$ cat config.mk
export PLATFORM = sky130hd
export DESIGN_NAME = deferred_cond_eval
export DESIGN_NICKNAME = d
export VERILOG_FILES = /design/src/rtl/deferred_cond_eval.sv
export SDC_FILE = /design/constraint.sdc
export NUM_CORES = 1
export LEC_CHECK = 0
export BUFFER_PORTS_ARGS = -buffer_cell sky130_fd_sc_hd__buf_2
export CAP_MARGIN = 30
export CORE_MARGIN = 10
export CORE_UTILIZATION = 32
export DETAILED_ROUTE_END_ITERATION = 8
export SETUP_SLACK_MARGIN = 0.1
export SYNTH_ARGS = -nofsm -noshare
export SYNTH_HDL_FRONTEND = slang
export SYNTH_SLANG_ARGS = --single-unit
$ cat constraint.sdc
create_clock -name clk -period 4.13 [get_ports clk]
set_input_delay 0.6195 -clock clk [delete_from_list [all_inputs] [get_ports clk]]
set_output_delay 0.6195 -clock clk [all_outputs]
set_load 0.02 [all_outputs]
$ cat src/rtl/deferred_cond_eval.sv
module deferred_cond_eval #(
  parameter int W = 32
) (
  input  logic         clk,
  input  logic         rst_n,
  input  logic         rec_valid,
  input  logic [3:0]   rec_op,
  input  logic         rec_s,
  input  logic [W-1:0] rec_op1,
  input  logic [W-1:0] rec_op2,
  input  logic [W-1:0] rec_result,
  input  logic         rec_shc,
  output logic         rec_trap,
  input  logic [31:0]  eval_insn,
  output logic         eval_exec,
  output logic         eval_trap,
  output logic         carry_flag
);
  localparam logic [1:0] KIND_SUB = 2'd0;
  localparam logic [1:0] KIND_XOR = 2'd1;
  localparam logic [1:0] KIND_AND = 2'd2;

  logic [W-1:0] cmp_a, cmp_b, nxt_a, nxt_b;
  logic [1:0]   kind, nxt_kind;
  logic         nxt_c, upd;
  logic [W:0]   sum33;

  assign rec_trap = rec_valid && (rec_op inside {4'h5, 4'h6, 4'h7});
  assign upd      = rec_valid && rec_s && !rec_trap;
  assign sum33    = {1'b0, rec_op1} + {1'b0, rec_op2};

  always_comb begin
    nxt_a    = cmp_a;
    nxt_b    = cmp_b;
    nxt_kind = kind;
    nxt_c    = carry_flag;
    if (upd) begin
      case (rec_op)
        4'h2, 4'hA: begin nxt_a = rec_op1; nxt_b = rec_op2;  nxt_kind = KIND_SUB; end
        4'h3:       begin nxt_a = rec_op2; nxt_b = rec_op1;  nxt_kind = KIND_SUB; end
        4'h4: begin
          nxt_a = rec_op2; nxt_b = -rec_op1; nxt_kind = KIND_SUB;
          nxt_c = sum33[W];
        end
        4'hB:       begin nxt_a = rec_op1; nxt_b = -rec_op2; nxt_kind = KIND_SUB; end
        4'h8:       begin nxt_a = rec_op1; nxt_b = rec_op2;  nxt_kind = KIND_AND; end
        4'h9:       begin nxt_a = rec_op1; nxt_b = rec_op2;  nxt_kind = KIND_XOR; end
        4'h0, 4'h1, 4'hC, 4'hD, 4'hE, 4'hF: begin
          nxt_a = rec_result; nxt_b = '0; nxt_kind = KIND_SUB;
          nxt_c = rec_shc;
        end
        default: ;
      endcase
    end
  end

  always_ff @(posedge clk) begin
    if (!rst_n) begin
      cmp_a      <= '0;
      cmp_b      <= '0;
      kind       <= KIND_SUB;
      carry_flag <= 1'b0;
    end else begin
      cmp_a      <= nxt_a;
      cmp_b      <= nxt_b;
      kind       <= nxt_kind;
      carry_flag <= nxt_c;
    end
  end

  logic [3:0]   code;
  logic [W-1:0] diff, bits;
  logic         eq, ult, slt;

  assign code = eval_insn[31:28];
  assign diff = cmp_a - cmp_b;
  assign bits = (kind == KIND_XOR) ? (cmp_a ^ cmp_b) : (cmp_a & cmp_b);
  assign eq   = (cmp_a == cmp_b);
  assign ult  = (cmp_a < cmp_b);
  assign slt  = ($signed(cmp_a) < $signed(cmp_b));

  always_comb begin
    eval_exec = 1'b0;
    eval_trap = 1'b0;
    if (kind == KIND_SUB) begin
      case (code)
        4'h0: eval_exec = eq;
        4'h1: eval_exec = !eq;
        4'h2: eval_exec = !ult;
        4'h3: eval_exec = ult;
        4'h4: eval_exec = diff[W-1];
        4'h5: eval_exec = !diff[W-1];
        4'h8: eval_exec = !ult && !eq;
        4'h9: eval_exec = ult || eq;
        4'hA: eval_exec = !slt;
        4'hB: eval_exec = slt;
        4'hC: eval_exec = !slt && !eq;
        4'hD: eval_exec = slt || eq;
        4'hE: eval_exec = 1'b1;
        4'hF: eval_exec = 1'b0;
        default: eval_trap = 1'b1;
      endcase
    end else begin
      case (code)
        4'h0: eval_exec = (bits == '0);
        4'h1: eval_exec = (bits != '0);
        4'h4: eval_exec = bits[W-1];
        4'h5: eval_exec = !bits[W-1];
        4'hE: eval_exec = 1'b1;
        4'hF: eval_exec = 1'b0;
        default: eval_trap = 1'b1;
      endcase
    end
  end
endmodule

==> metrics.log <==
INFO  metric syn_area_cell = 7.44 sq um
INFO  metric critical-path-slowest-cell = sky130_fd_sc_hd__or4_1
INFO  metric cts-buffers-inserted = 9
INFO  metric setup_tns = 0 ns
INFO  metric synth_top_flop_cell = sky130_fd_sc_hd__dfxtp_1
INFO  metric flow.area_growth_from_synthesis = 17.6%
INFO  metric grt_setup_unrepaired = false
INFO  metric simple_gate_area_share_of_the_yosys_netlist = 23.2%
INFO  metric ir_drop = 153 uV
INFO  metric outcome = finished clean
INFO  metric yosysMostFrequentCell = sky130_fd_sc_hd__o21ai_0
INFO  metric async_reset_ff_share = 0%
INFO  metric synth_register_bits = 67
INFO  metric clock_latency = 0.35 ns
INFO  metric slew_violations = 0
INFO  metric drt_iter0_drc = 690
INFO  metric leakagePower = 3.36 nW
INFO  metric cts_hold_buf = 0
INFO  metric post_synth_fa_ha_maj_area_fraction = 17.7%
INFO  metric dr.pass1.iters = 5
INFO  metric drt-total-wl = 25600 um
INFO  metric clock-skew-final = 0 ns
INFO  metric gp_routability_congestion = 0.883
INFO  metric place_hpwl = 19000 um
INFO  metric core.rowCount = 53
INFO  metric max_slew.worst_pin.slew = 1.05 ns
INFO  metric path_cells = inv_1 > ha_1 > nand4_1 > or2_2 > a211o_1 > a31oi_1 > a2111oi_0 > or4_1 > nand3b_1 > a31o_2 > buf_2
INFO  metric whs_endpoint = cmp_b[23]$_SDFFE_PN0P_
INFO  metric finish.net_count = 1245
INFO  metric grt_first_pass_wirelength = 40600 um
INFO  metric post_synth_instance_area = 6840 sq um
INFO  metric detail_route.wl_per_cell = 19.8 um
INFO  metric synth_compound_gate_area_share = 31.6%
INFO  metric io_buffers = 112
INFO  metric required = 3.51 ns
INFO  metric synth_top_family_by_area = compound AO/OA/AOI/OAI gates
INFO  metric r2r-start = carry_flag$_SDFFE_PN0P_
INFO  metric achievable-frequency = 259 MHz
INFO  metric final_period_minus_worst_setup_slack = 3.86 ns
INFO  metric slew_headroom = 29.5%
INFO  metric clock-root-buffer = sky130_fd_sc_hd__clkbuf_16
INFO  metric clkSlewWorstSetupHoldPaths = 0.06 ns
INFO  metric antenna_cells_inserted = 0
INFO  metric area_used_by_multi_input_combinational_logic = 5130 sq um
INFO  metric cell_types_with_the_highest_counts_after_synthesis = sky130_fd_sc_hd__o21ai_0 (109), sky130_fd_sc_hd__ha_1 (97), sky130_fd_sc_hd__a21oi_1 (85)
INFO  metric type_of_the_worst_setup_path = reg -> out
INFO  metric min_path_cells = 2
INFO  metric antenna_found_initial = 1
INFO  metric worst_hold_startpoint = cmp_b[23]$_SDFFE_PN0P_
INFO  metric post-cts-setup-buffers = 0
INFO  metric synth_top_area_share = 19.6%
INFO  metric synthXorXnorAreaFrac = 1.66%
INFO  metric hold_class = reg -> reg
INFO  metric ff_latch_area = 1340 sq um
INFO  metric number_of_synthesized_flops_with_an_enable_pin = 0
INFO  metric grt_pass1_vias = 7260
INFO  metric p_total = 2.27 mW
INFO  metric timing.reg2reg.setup_slack = 2.99 ns
INFO  metric type_of_destination_of_the_critical_path = output port
INFO  metric chipHeight = 166 um
INFO  metric synth_cells = 920
INFO  metric setup_viol_count_final = 0
INFO  metric via_total_after_detailed_routing = 7507
INFO  metric htree_levels = 3
INFO  metric fin_worst_hold_slack = 0.486 ns
INFO  metric overflow = 0
INFO  metric ioPinCount = 141
INFO  metric tritoncts = yes
INFO  metric timing.max_cap.violations = 0
INFO  metric critPathLaunchType = flop
INFO  metric clock_sinks = 67
INFO  metric clock_path_buffers = 2
INFO  metric post-route-drc-count = 0
INFO  metric reg2reg_depth = 5
INFO  metric power.density = 282 nW/um^2
INFO  metric yosysSeqAreaShare = 19.6%
INFO  metric number_of_nets_produced_by_synthesis = 1154
INFO  metric worst_ep_arrival = 3.25 ns
INFO  metric critical-path-max-stage-delay = 0.42 ns
INFO  metric die_area = 27600 sq um
INFO  metric nFillCells = 2205
INFO  metric largest_net_degree_at_the_start_of_global_routing = 47
INFO  metric timing_hold_violations_final = 0
INFO  metric global_route.usage.total = 17.8%
INFO  metric synth_largest_area_cell = sky130_fd_sc_hd__dfxtp_1
INFO  metric timing.rr.end = carry_flag$_SDFFE_PN0P_
INFO  metric ys.warnings.count = 0
INFO  metric finalCritPeriodShare = 93.6%
INFO  metric critical_path.max_fanout = 4
INFO  metric via_per_inst = 5.81
INFO  metric drive_gt1_share = 17.5%
INFO  metric floorplan.initialDensity = 32.5%
INFO  metric coreArea = 21000 sq um
INFO  metric die_width = 166 um
INFO  metric netlist_top_cells_area = sky130_fd_sc_hd__dfxtp_1 (20%), sky130_fd_sc_hd__ha_1 (18%), sky130_fd_sc_hd__o21ai_0 (8.0%), sky130_fd_sc_hd__a21oi_1 (6.2%), sky130_fd_sc_hd__a221oi_1 (5.8%)
INFO  metric post_cts_sizing_count = 0
INFO  metric share_of_synthesized_area_spent_on_multiplexers = 0.146%
INFO  metric synth_cell_types = 67
INFO  metric drt.antenna.violating_nets = 0
==> how the worst max path moves through the flow <==
stage / start / to / slack (ns) / cells after the start
floorplan: cmp_b[30]$_SDFFE_PN0P_ / eval_exec / 1.03 / 10
finish: cmp_b[11]$_SDFFE_PN0P_ / eval_exec / 0.27 / 11
global placement: cmp_b[11]$_SDFFE_PN0P_ / eval_exec / 0.66 / 11
detailed placement: rec_op1[7] / cmp_b[29]$_SDFFE_PN0P_ / 0.67 / 9
CTS: cmp_b[11]$_SDFFE_PN0P_ / eval_exec / 0.30 / 11
global route: cmp_b[11]$_SDFFE_PN0P_ / eval_exec / 0.15 / 11
==> routing by layer <==
metal  global-route usage [%]  vias to the layer above  share of wire, %
li1                         -                     3687                 -
met1                     24.6                     3477                47
met5                        0                        -             0.051
met3                     3.43                       26               7.7
met2                     27.5                      315                44
met4                     4.39                        2               1.2
==> kinds of logic (layout without fill, tap and decap cells) <==
logic type	count (synthesis)	after routing
buffers and inverters	98	194
adder cells (fa/ha/maj)	97	97
flip-flops	67	67
multiplexers	1	1
AO/OA/AOI/OAI	341	341
XOR/XNOR	13	13
AND/OR/NAND/NOR	303	303
==> sequential cells by signal (all words and copies together) (netlist names) <==
register / flops
cmp_a: 32
kind: 2
cmp_b: 32
carry_flag: 1
==> final cells by class <==
type	count	share of cell area [%]
Multi-Input combinational cell	755	63.7
Sequential cell	67	16.7
Timing Repair Buffer	134	9.18
Tap cell	275	4.28
Clock buffer	11	3.14
Inverter	44	2.05
Clock inverter	5	0.933
==> through the flow <==
stage          util [%]  setup slack (ns)  area [sq um]  cells
2_1_floorplan         -              1.03          6840    920
3_3_place_gp       36.6             0.662          7690   1274
3_5_place_dp       36.6             0.667          7690   1274
4_1_cts            38.1             0.298          8020   1290
5_1_grt            38.3             0.153          8040   1291
6_report           38.3             0.265          8040   1291
==> cell usage in the layout (no fill, tap or decap), types with 19 or more instances in the layout <==
cell                         n
sky130_fd_sc_hd__o21ai_0   109
sky130_fd_sc_hd__nand3_1    20
sky130_fd_sc_hd__dfxtp_1    67
sky130_fd_sc_hd__a21oi_1    84
sky130_fd_sc_hd__ha_1       97
sky130_fd_sc_hd__nand2_1    72
sky130_fd_sc_hd__nor3_1     39
sky130_fd_sc_hd__a221oi_1   44
sky130_fd_sc_hd__inv_1      44
sky130_fd_sc_hd__buf_2     112
sky130_fd_sc_hd__nand4_1    19
sky130_fd_sc_hd__buf_4      21
sky130_fd_sc_hd__nor2_1     55
==> where the power goes <==
group	leakage, nW	total, mW	switching [mW]	internal [mW]
clock network	0.165	0.871	0.313	0.559
registers	0.550	0.727	0.0363	0.690
logic	2.64	0.672	0.414	0.257
total	3.36	2.27	0.763	1.51
==> worst max-delay path: cells and delay by family, from the launching register on <==
| family | cells | cell delay (ns) |
|---|---|---|
| AO/OA/AOI/OAI | 4 | 0.91 |
| buffers and inverters | 2 | 0.21 |
| adder cells (fa/ha/maj) | 1 | 0.31 |
| flip-flops | 1 | 0.36 |
| AND/OR/NAND/NOR | 4 | 1.10 |
(Power assumes the default switching activity.)
